[src/rtl/frame_hdr_editor.sv]
module frame_hdr_editor #(
  parameter int HDR_BYTES   = 18,
  parameter int SHORT_BYTES = 14,
  parameter int LABEL_BYTES = 4,
  parameter int ADDR_BYTES  = 12,
  parameter int TAG_BYTES   = 4
) (
  input  logic                   clk,
  input  logic                   rst_n,
  input  logic                   cfg_strip_en,
  input  logic [3:0]             cfg_strip_len,
  input  logic                   cfg_label_en,
  input  logic                   cfg_tag_en,
  input  logic [1:0]             cfg_ins_mode,
  input  logic [8*HDR_BYTES-1:0] cfg_ins_hdr,
  input  logic                   in_valid,
  output logic                   in_ready,
  input  logic [7:0]             in_data,
  input  logic                   in_sof,
  input  logic                   in_eof,
  output logic                   out_valid,
  input  logic                   out_ready,
  output logic [7:0]             out_data,
  output logic                   out_sof,
  output logic                   out_eof,
  output logic                   out_err
);
  localparam int HDR_W = 8 * HDR_BYTES;
  localparam int IW    = $clog2(HDR_BYTES + 1);
  localparam int CW    = $clog2(16 + LABEL_BYTES + ADDR_BYTES + TAG_BYTES + 1);
  localparam logic [CW-1:0] CMAX = '1;
  localparam logic [CW-1:0] LBL  = CW'(LABEL_BYTES);
  localparam logic [CW-1:0] A_LO = CW'(ADDR_BYTES);
  localparam logic [CW-1:0] A_HI = CW'(ADDR_BYTES + TAG_BYTES);

  typedef enum logic [1:0] {S_WAIT, S_INS, S_BODY, S_FLUSH} st_t;
  st_t st;

  logic             r_en1, r_en2, r_en3;
  logic [3:0]       r_len;
  logic [HDR_W-1:0] r_hdr;
  logic [IW-1:0]    r_ins_n, ins_i;
  logic [CW-1:0]    cnt_rx, cnt_sv;
  logic             first_pend;
  logic             h_vld, h_sof;
  logic [7:0]       h_data;

  logic [IW-1:0] ins_n_new;
  always_comb begin
    case (cfg_ins_mode)
      2'b01:   ins_n_new = IW'(SHORT_BYTES);
      2'b10:   ins_n_new = IW'(HDR_BYTES);
      default: ins_n_new = '0;
    endcase
  end

  wire           o_free = !out_valid || out_ready;
  wire [CW-1:0]  len1   = r_en1 ? CW'(r_len) : '0;
  wire           drop12 = (cnt_rx < len1) || (r_en2 && cnt_rx < len1 + LBL);
  wire           drop3  = r_en3 && cnt_sv >= A_LO && cnt_sv < A_HI;
  wire           keep   = !drop12 && !drop3;
  wire           take   = (st == S_BODY) && in_valid && in_ready;

  assign in_ready = (st == S_WAIT) ? !in_sof : ((st == S_BODY) && o_free);

  always_ff @(posedge clk) begin
    if (!rst_n) begin
      st <= S_WAIT;
      r_en1 <= 1'b0; r_en2 <= 1'b0; r_en3 <= 1'b0; r_len <= '0;
      r_hdr <= '0; r_ins_n <= '0; ins_i <= '0;
      cnt_rx <= '0; cnt_sv <= '0; first_pend <= 1'b0;
      h_vld <= 1'b0; h_sof <= 1'b0; h_data <= '0;
      out_valid <= 1'b0; out_data <= '0;
      out_sof <= 1'b0; out_eof <= 1'b0; out_err <= 1'b0;
    end else begin
      if (out_valid && out_ready) out_valid <= 1'b0;
      case (st)
        S_WAIT: if (in_valid && in_sof) begin
          r_en1 <= cfg_strip_en; r_len <= cfg_strip_len;
          r_en2 <= cfg_label_en; r_en3 <= cfg_tag_en;
          r_hdr <= cfg_ins_hdr;  r_ins_n <= ins_n_new;
          ins_i <= '0; cnt_rx <= '0; cnt_sv <= '0; first_pend <= 1'b1;
          st <= (ins_n_new != '0) ? S_INS : S_BODY;
        end
        S_INS: if (o_free) begin
          if (h_vld) begin
            out_valid <= 1'b1; out_data <= h_data;
            out_sof <= h_sof; out_eof <= 1'b0; out_err <= 1'b0;
          end
          h_vld <= 1'b1; h_data <= r_hdr[HDR_W-1 -: 8]; h_sof <= first_pend;
          first_pend <= 1'b0;
          r_hdr <= r_hdr << 8;
          ins_i <= ins_i + 1'b1;
          if (ins_i == r_ins_n - 1'b1) st <= S_BODY;
        end
        S_BODY: if (take) begin
          if (cnt_rx != CMAX) cnt_rx <= cnt_rx + 1'b1;
          if (!drop12 && cnt_sv != CMAX) cnt_sv <= cnt_sv + 1'b1;
          if (keep) begin
            if (h_vld) begin
              out_valid <= 1'b1; out_data <= h_data;
              out_sof <= h_sof; out_eof <= 1'b0; out_err <= 1'b0;
              h_data <= in_data; h_sof <= first_pend;
              if (in_eof) st <= S_FLUSH;
            end else if (in_eof) begin
              out_valid <= 1'b1; out_data <= in_data;
              out_sof <= first_pend; out_eof <= 1'b1; out_err <= 1'b0;
              st <= S_WAIT;
            end else begin
              h_vld <= 1'b1; h_data <= in_data; h_sof <= first_pend;
            end
            first_pend <= 1'b0;
          end else if (in_eof) begin
            out_valid <= 1'b1; out_eof <= 1'b1;
            if (h_vld) begin
              out_data <= h_data; out_sof <= h_sof; out_err <= 1'b0;
            end else begin
              out_data <= 8'h00; out_sof <= 1'b1; out_err <= 1'b1;
            end
            h_vld <= 1'b0;
            st <= S_WAIT;
          end
        end
        S_FLUSH: if (o_free) begin
          out_valid <= 1'b1; out_data <= h_data;
          out_sof <= h_sof; out_eof <= 1'b1; out_err <= 1'b0;
          h_vld <= 1'b0;
          st <= S_WAIT;
        end
        default: st <= S_WAIT;
      endcase
    end
  end

  logic mon_open;
  always_ff @(posedge clk) begin
    if (!rst_n) mon_open <= 1'b0;
    else if (out_valid && out_ready) mon_open <= !out_eof;
  end

  AST_STALL_HOLD: assert property (@(posedge clk) disable iff (!rst_n)
    out_valid && !out_ready |=> out_valid && $stable(out_data) && $stable(out_sof) && $stable(out_eof) && $stable(out_err));
  AST_ERR_SHAPE: assert property (@(posedge clk) disable iff (!rst_n)
    out_valid && out_err |-> out_sof && out_eof && out_data == 8'h00);
  AST_INS_BLOCKS_IN: assert property (@(posedge clk) disable iff (!rst_n)
    st == S_INS |-> !in_ready);
  AST_SOF_OPENS: assert property (@(posedge clk) disable iff (!rst_n)
    out_valid && out_sof |-> !mon_open);
  AST_MID_IN_FRAME: assert property (@(posedge clk) disable iff (!rst_n)
    out_valid && !out_sof |-> mon_open);
  AST_FLUSH_HAS_BYTE: assert property (@(posedge clk) disable iff (!rst_n)
    st == S_FLUSH |-> h_vld);
endmodule

[config.mk]
export PLATFORM = sky130hd
export DESIGN_NAME = frame_hdr_editor
export DESIGN_NICKNAME = d
export VERILOG_FILES = /design/src/rtl/frame_hdr_editor.sv
export SDC_FILE = /design/constraint.sdc
export NUM_CORES = 1
export LEC_CHECK = 0
export BUFFER_PORTS_ARGS = -buffer_cell sky130_fd_sc_hd__buf_2
export CORE_AREA = 2 2 126 190
export DETAILED_ROUTE_END_ITERATION = 10
export DIE_AREA = 0 0 128 192
export PLACE_DENSITY = 0.62
export SLEW_MARGIN = 20
export SYNTH_ARGS = -nofsm -noshare
export SYNTH_HDL_FRONTEND = slang
export SYNTH_SLANG_ARGS = --single-unit
[constraint.sdc]
create_clock -name clk -period 2.9 [get_ports clk]
set_input_delay 0.435 -clock clk [delete_from_list [all_inputs] [get_ports clk]]
set_output_delay 0.435 -clock clk [all_outputs]
set_load 0.01 [all_outputs]
Word-level counts from Yosys, hierarchy flattened
Cells that the tools add are included.
{ "word_totals": {"register_bits": 198, "inputBits": 167, "output_inout_bits": 13} }
{ "op_classes": {"add_sub_neg": 5, "n_lt_le_gt_ge": 4, "n_eq_ne": 21, "mux": 93, "reduce_logical": 33} }
{ "ops": {"columns": ["op", "n"], "rows": [
  ["$mux W144", 2],
  ["$pmux W144 S2", 1],
  ["$mux W8", 14],
  ["$mux W1", 44],
  ["$mux W6", 5],
  ["$pmux W6 S2", 2],
  ["$pmux W8 S3", 1],
  ["$mux W2", 10],
  ["$pmux W5 S2", 2],
  ["$reduce_and A5 Y1", 4],
  ["$pmux W1 S3", 6],
  ["$pmux W8 S2", 1],
  ["$add A6 B1 Y6 const B", 2],
  ["$ne A2 B2 Y1 const B", 6],
  ["$ne A6 B6 Y1 const B", 2],
  ["$logic_and A1 B1 Y1", 10],
  ["$mux W5", 2],
  ["$ne A3 B3 Y1 const B", 3],
  ["$pmux W2 S4", 1],
  ["$reduce_and A4 Y1", 2],
  ["$reduce_and A7 Y1", 1],
  ["$eq A2 B2 Y1 const B", 3],
  ["$ge A6 B4 Y1 const B", 1],
  ["$lt A6 B4 Y1", 1],
  ["20 further kinds", 30]
]} }

Depth between registers and ports, before layout
Gate-level depths: netlist (run 1).
{ "depth": {"ltp_word": 10, "mapped_depth": 12, "ltp_nobuf": 11} }

Least setup slack after synthesis (run 1)
Ideal clock, no wire load.
{ "synth_path": {"kind": "reg2reg", "start": "reg r_en1", "end": "reg st[1]", "setup_ns": 0.070, "arrival_time_ns": 2.452, "required_time_ns": 2.830, "setup_slack_ns": 0.378, "path_stages_with_launch": 11, "path_buffers": 0, "period_less_slack_ns": 2.522, "cell_sequence": "dfxtp_1 -> and2_1 -> ha_1 -> inv_1 -> ha_1 -> a21o_2 -> a211o_1 -> a2bb2oi_4 -> nor2_2 -> or4_1 -> a21oi_1"} }
{ "synth_via": {"elab_chain_cells": 10} }
{ "synth_lines": {"columns": ["element", "line", "rtl"], "rows": [
  ["start, declared", "39", "logic r_en1, r_en2, r_en3;"],
  ["start signal, assigned", "79", "r_en1 <= cfg_strip_en; r_len <= cfg_strip_len;"],
  ["$mux W4 (*)", "58", "wire [CW-1:0] len1 = r_en1 ? CW'(r_len) : '0;"],
  ["$add A4 B3 Y5", "59", "wire drop12 = (cnt_rx < len1) || (r_en2 && cnt_rx < len1 + LBL);"],
  ["$lt A6 B5 Y1", "59", null],
  ["$logic_and A1 B1 Y1", "59", null],
  ["$logic_or A1 B1 Y1 (*)", "59", null],
  ["$logic_not A1 Y1 (*)", "61", "wire keep = !drop12 && !drop3;"],
  ["$logic_and A1 B1 Y1 (*)", "61", null],
  ["$mux W2", "99", "if (keep) begin"],
  ["$mux W2", "96", "S_BODY: if (take) begin"],
  ["$pmux W2 S4", "77", "case (st)"],
  ["end signal, assigned", "83", "st <= (ins_n_new != '0) ? S_INS : S_BODY;"],
  ["end, declared", "37", "st_t st;"]
]} }
Mark *: on every way between the ends. The rest lies on a longest branch, timed or not. The select of a mux whose other input is x is not followed.
A chain may end at the register's enable or synchronous reset.

Final worst setup path (run 1)
Ends and elaborated chain as after synthesis.

==> results of run 1 <==
cell usage after synthesis (3+ instances only):
master	n	area (um^2)
dfxtp_1	196	3920
nor2_1	181	679
a211oi_1	146	1100
mux2i_1	146	1460
clkbuf_1	56	210
nand2_1	37	139
a21oi_1	29	145
o21ai_0	23	115
ha_1	19	238
buf_2	17	85.1
inv_1	17	63.8
xor2_1	10	87.6
nand3_1	9	45.0
nand4_1	9	56.3
a221oi_1	8	70.1
a22oi_1	8	60.1
or3_1	7	43.8
nand2b_1	5	31.3
a21boi_1	3	22.5
and3_1	3	18.8
nor2b_1	3	18.8
nor3_1	3	15.0
o21a_1	3	22.5
xnor2_1	3	26.3
per-layer routing:
layer  routed length, um  track usage  vias to the layer above
met1                9350        0.216                     3393
met4                 352       0.0609                        0
li1                    -            -                     3862
met2               11000        0.318                      152
met5                   0            0                        -
met3                1230       0.0510                       23
power by group through the flow:
stage          clock [uW]  sequential [uW]  combinational [uW]
4_1_cts              2450             4390                4880
3_3_place_gp            0             4420                4760
3_5_place_dp            0             4440                4860
6_report             2380             4380                4870
2_1_floorplan           0             4280                3810
5_1_grt              2550             4530                5520
stage by stage:
step                      hold slack (ns)  setup slack [ns]
final                               0.233             0.147
after global routing                0.227            0.0130
after CTS                           0.213            0.0383
after detailed placement            0.443            0.0716
after global placement              0.439             0.145
after floorplan                     0.431             0.378
final timing paths:
check | from | slack [ns] | end | depth (start not counted)
max | r_en1 | 0.15 | st[1] | 10
min reg2reg | out_sof | 0.45 | out_sof | 2
min | cfg_strip_len[0] | 0.23 | r_len[0] | 3
max reg2reg | r_en1 | 0.15 | st[1] | 10
cells in the final DEF (no fill, tap or decap), types with 4 or more instances in the layout:
master / instances
clkinv_4: 4
nor2_1: 181
a21oi_1: 28
a211oi_1: 146
mux2i_1: 146
nand3_1: 9
inv_1: 17
a22oi_1: 8
nand2_1: 37
buf_2: 179
buf_4: 16
a221oi_1: 8
clkbuf_16: 17
o21ai_0: 23
xor2_1: 10
buf_12: 7
nand4_1: 9
nand2b_1: 5
ha_1: 18
or3_1: 7
dfxtp_1: 196
worst min-delay path, delay by kind of cell:
family	cells	cell delay, ns
AND/OR/NAND/NOR	1	0.05
AO/OA/AOI/OAI	1	0.05
buffers and inverters	1	0.10
kinds of logic after synthesis:
family / count (synthesis) / synth area share
AOI/OAI and AO/OA: 244 / 0.199
xor gates and xnor gates: 13 / 0.0126
adders and majority gates: 19 / 0.0263
buffers and inverters: 96 / 0.0430
DFF: 196 / 0.434
muxes: 146 / 0.161
and+or+nand+nor: 267 / 0.124
area by class of cell:
class,count,share of cell area
inverters,19,0.00702
flip-flops and latches,196,0.361
clock inverters,13,0.0128
clock buffers,19,0.0417
well taps,280,0.0322
multi-input cells,689,0.439
diodes,1,0.000230
repair buffers,202,0.106
sequential cells by signal (all words and copies together), names as in the netlist, 2 cells and up:
name      cells
r_len         4
r_hdr       144
st            2
h_data        8
ins_i         5
cnt_sv        6
r_ins_n       3
out_data      8
cnt_rx        6
what timing repair did:
item                       in CTS  in global routing
resized for setup               0                  2
setup endpoints to repair       0                 18
buffers inserted                0                  3
==> results.yml, run 1 <==
critical_path:
  worstPathBufferInverterCount: 1
  worstPathRequired_ns: 3.27
  crit_fanout: 5
  worstPathArrival_ns: 3.12
  end_kind: "flip-flop"
  critPathTopFamily: "compound AO/OA/AOI/OAI gates"
  worst_setup_path_start_kind: "flip-flop"
  path_cells: "and2_1 > ha_1 > inv_1 > ha_1 > a21o_2 > a211o_1 > a2bb2oi_4 > nor2_2 > or4_1 > a21oi_1"
  slowest_delay_ns: 0.51
  crit_slowest_cell: "or4_1"
  crit_top_cell: "ha_1"
  worstSetupPathType: "flip-flop to flip-flop"
floorplanning:
  die_x_um: 128
  rows: 68
  die_y_um: 192
  io_pins: 180
  core_area_um2: 22800
  dieArea_um2: 24600
  initial_core_util: 0.397
pwr:
  seqPwrFrac: 0.377
  sw_frac_of_total: 0.386
  intPower_uw: 7140
  p_clk_frac: 0.205
  powerDensity_nw_per_um2: 1070
  irDropWorstVdd_v: 0.000711
  power.total_uw: 11600
  power.switching_uw: 4490
  p_comb_frac: 0.419
  p_leak_uw: 0.00427
global_route:
  grt_usage: 0.183
  grt_start_max_net_pins: 117
  grt_overflow: 0
  grt_pass1_vias: 7209
  grt_antenna_before_repair: 1
  grt_first_pass_wirelength_um: 35800
clock_tree:
  cts.sinks: 196
  cts.clk_slew.worst_paths_ns: 0.08
  cts_htree_levels: 4
  clock_latency_ns: 0.44
  root_buffer: "clkbuf_16"
  clockBufferDepth: 2
  tritoncts: "yes"
  hold_buffers: 0
  cts-buffers-inserted: 17
cells_and_area:
  nets: 1311
  stdcell_area_um2: 10900
  seqCellArea_um2: 3920
  multi_input_area_um2: 4770
  drive_above_1_share: 0.221
  stdcell_count: 1419
  area_delta_synth_final_pct: 20.1
  nFillCells: 2195
  post-route-util: 0.477
synthesis:
  synth-warning-count: 0
  ys_types: 60
  synth_edf_count: 0
  async_reset_ff_frac: 0
  synthCells: 981
  synth.avg_cell_area_um2: 9.23
  ys_ff_latch: 196
  syn_nets: 1167
  ys.flop_type: "dfxtp_1"
  ys_seq_area_frac: 0.434
  synth.cell_area_um2: 9050
route:
  via_per_inst: 5.24
  drc_errors: 0
  dr.pass1.iters: 4
  drtAntennaViolNets: 0
  drt_iter0_drc: 458
  wl_um: 21900
  via_count: 7430
  wire_per_inst_um: 15.5
place:
  gp_congestion: 0.847
  dp_hpwl_um: 15400
  io_buffers: 179
  place_area_um2: 10200
  placed_cells: 1383
sta:
  slew_violations: 0
  fmax_mhz: 363
  max_slew_margin: 0.400
  timing.final.crit_share: 0.949
  fin_skew_ns: 0.0105
  setup_viol: 0
  timing.final.crit_period_ns: 2.75
  hold_violations: 0
  finalSetupTns_ns: 0
  tightest_slew_ns: 0.899
  rsz0062_at_grt: "no"
min_path:
  hold_path.class: "input port to flip-flop"
job:
  cap_viol_max_count: 0
outcome:
  status: "finished, final reports clean"
Power figures use the tool's default switching activity.
==> run 2: changes to the inputs <==
--- a/config.mk
+++ b/config.mk
@@ -5,10 +5,13 @@
 export SDC_FILE = /design/constraint.sdc
 export NUM_CORES = 1
 export LEC_CHECK = 0
+export ABC_AREA = 1
+export ABC_CLOCK_PERIOD_IN_PS = 2900
 export BUFFER_PORTS_ARGS = -buffer_cell sky130_fd_sc_hd__buf_2
 export CORE_AREA = 2 2 126 190
 export DETAILED_ROUTE_END_ITERATION = 10
 export DIE_AREA = 0 0 128 192
+export GPL_TIMING_DRIVEN = 0
 export PLACE_DENSITY = 0.62
 export SLEW_MARGIN = 20
 export SYNTH_ARGS = -nofsm -noshare
==> run 2 against run 1 <==
Compared with the run above:
- register-to-register slack improved by 0.23 ns
- global-route usage increased by 3.5 points
- sequential power decreased by 8.7%
- cell count increased by 24%
- power decreased by 5.2%
- largest power group unchanged
==> results.yml, run 2 <==
floorplanning:
  rows: 68
  io_pins: 180
  dieArea_um2: 24600
  core_area_um2: 22800
  die_y_um: 192
  initial_core_util: 0.397
  die_x_um: 128
clock_tree:
  cts.clk_slew.worst_paths_ns: 0.08
  cts-buffers-inserted: 17
  cts_htree_levels: 4
  tritoncts: "yes"
  hold_buffers: 0
  cts.sinks: 196
  postCtsResizedCells: 0
  clockBufferDepth: 2
  root_buffer: "clkbuf_16"
  clock_latency_ns: 0.44
  post_cts_buffers: 0
global_route:
  grt_antenna_before_repair: 7
  grt_pass1_vias: 8827
  grt_start_max_net_pins: 22
  grt_overflow: 0
  grt_first_pass_wirelength_um: 42500
  grt_usage: 0.217
synthesis:
  synth.cell_area_um2: 9040
  synth.avg_cell_area_um2: 7.19
  synthCells: 1257
  async_reset_ff_frac: 0
  ys_seq_area_frac: 0.434
  synth_common_cells: "nand2_1 (405), dfxtp_1 (196), a31oi_1 (136), o21ai_1 (136), nor2_1 (77)"
  syn_nets: 1443
  synth-warning-count: 0
  synth_area_leaders: "dfxtp_1 (43%), nand2_1 (17%), a31oi_1 (9.4%), o21ai_1 (7.5%), nor2_1 (3.2%)"
  yosysTopAreaCell: "dfxtp_1"
  ys.flop_type: "dfxtp_1"
  ys_types: 38
  post-synth-top-area-fraction: 0.434
  yosys.cell_count.top_type: "nand2_1"
  synth_edf_count: 0
  ys_ff_latch: 196
sta:
  setup_viol: 0
  timing.final.crit_period_ns: 2.52
  fmax_mhz: 397
  finalSetupTns_ns: 0
  fin_skew_ns: 0.0155
  hold_violations: 0
  slew_violations: 0
  rsz0062_at_grt: "no"
  timing.final.crit_share: 0.869
  tightest_slew_ns: 0.805
  max_slew_margin: 0.463
  hold_ws_ns: 0.224
cells_and_area:
  nFillCells: 2415
  top_regs: "r_hdr: 144 flops, h_data: 8 flops, out_data: 8 flops"
  final_common_cell: "nand2_1"
  nets: 1640
  area_delta_synth_final_pct: 20.7
  top_register: "r_hdr"
  final_cell_mix: "nand2_1 (405), dfxtp_1 (196), buf_2 (194)"
  post-route-util: 0.479
  largest_reg_flops: 144
  stdcell_area_um2: 10900
  drive_above_1_share: 0.188
critical_path:
  worstPathRequired_ns: 3.26
  worstPathArrival_ns: 2.87
  worstSetupPathType: "flip-flop to flip-flop"
  worst_setup_path_start_kind: "flip-flop"
  end_kind: "flip-flop"
  crit_fanout: 10
route:
  wire_per_inst_um: 15.0
  drt_iter0_drc: 442
  drc_errors: 0
  dr.pass1.iters: 5
  via_count: 8906
  met3_length_um: 1030
  via_per_inst: 5.07
  dr_wl_met2_um: 13700
  drtAntennaViolNets: 0
  wl_um: 26300
  wl_met1_um: 10900
  highest_layer: "met5"
pwr:
  sw_frac_of_total: 0.429
  p_clk_frac: 0.217
  seqPwrFrac: 0.363
  p_comb_frac: 0.420
  intPower_uw: 6300
  p_leak_uw: 0.00478
  powerDensity_nw_per_um2: 1010
  power.switching_uw: 4720
  irDropWorstVdd_v: 0.000586
place:
  dp_hpwl_um: 20300
  io_buffers: 178
  gp_congestion: 0.876
  place_area_um2: 10300
min_path:
  hold_path.class: "input port to flip-flop"
outcome:
  status: "finished, final reports clean"
job:
  cap_viol_max_count: 0
==> run 2: logic make-up (layout without fill, tap and decap cells) <==
| family | after synthesis | after routing | synth area share |
|---|---|---|---|
| xor gates and xnor gates | 9 | 9 | 0.00872 |
| adders and majority gates | 19 | 19 | 0.0263 |
| buffers and inverters | 153 | 363 | 0.0756 |
| AOI/OAI and AO/OA | 350 | 350 | 0.220 |
| DFF | 196 | 196 | 0.434 |
| and+or+nand+nor | 530 | 530 | 0.235 |
| other | 0 | 8 | 0 |
==> run 2: worst max-delay path, stage by stage, from the launching register on <==
cell and delay (ns):
dfxtp_1 0.40, inv_1 0.12, ha_1 0.19, buf_2 0.19
inv_2 0.16, clkbuf_1 0.62, clkbuf_1 0.41, nand2_1 0.16
a31oi_1 0.18
==> run 2: path summary, 6_finish.rpt <==
kind                                  startpoint         to  slack, ns  depth (start not counted)
worst max-delay path                       st[1]  r_hdr[18]       0.38                          8
worst min-delay path            cfg_strip_len[3]   r_len[3]       0.22                          3
worst max register to register             st[1]  r_hdr[18]       0.38                          8
worst min register to register         h_data[7]  h_data[7]       0.47                          2
==> run 2: stage by stage <==
step | total power [uW] | worst slack (ns) | instances
after floorplan | 7360 | 0.781 | 1257
after global placement | 8640 | 0.430 | 1715
after detailed placement | 8690 | 0.386 | 1715
after CTS | 11100 | 0.365 | 1747
after global routing | 11900 | 0.107 | 1749
final | 11000 | 0.381 | 1755
==> run 2: cell type report <==
type                       instances  area (um^2)  area share
timing repair buffer             178          891      0.0816
clock buffer                      17          425      0.0390
clock inverter                    15          186      0.0171
antenna                            8         20.0     0.00183
buffer                            90          444      0.0407
multi-input combinational        908         4430       0.406
tap                              280          350      0.0321
inverter                          63          239      0.0219
sequential                       196         3920       0.360
==> run 2: metal layers <==
layer / up-vias / global-route usage
met4: 4 / 0.0757
met3: 47 / 0.0485
li1: 4627 / -
met5: - / 0
met1: 4049 / 0.233
met2: 179 / 0.414
==> run 2: power groups by stage <==
stage          clock network (uW)  logic (uW)  registers (uW)
2_1_floorplan                   0        3410            3950
3_3_place_gp                    0        4610            4030
3_5_place_dp                    0        4640            4040
4_1_cts                      2440        4670            3990
5_1_grt                      2550        5290            4080
6_report                     2400        4630            4000
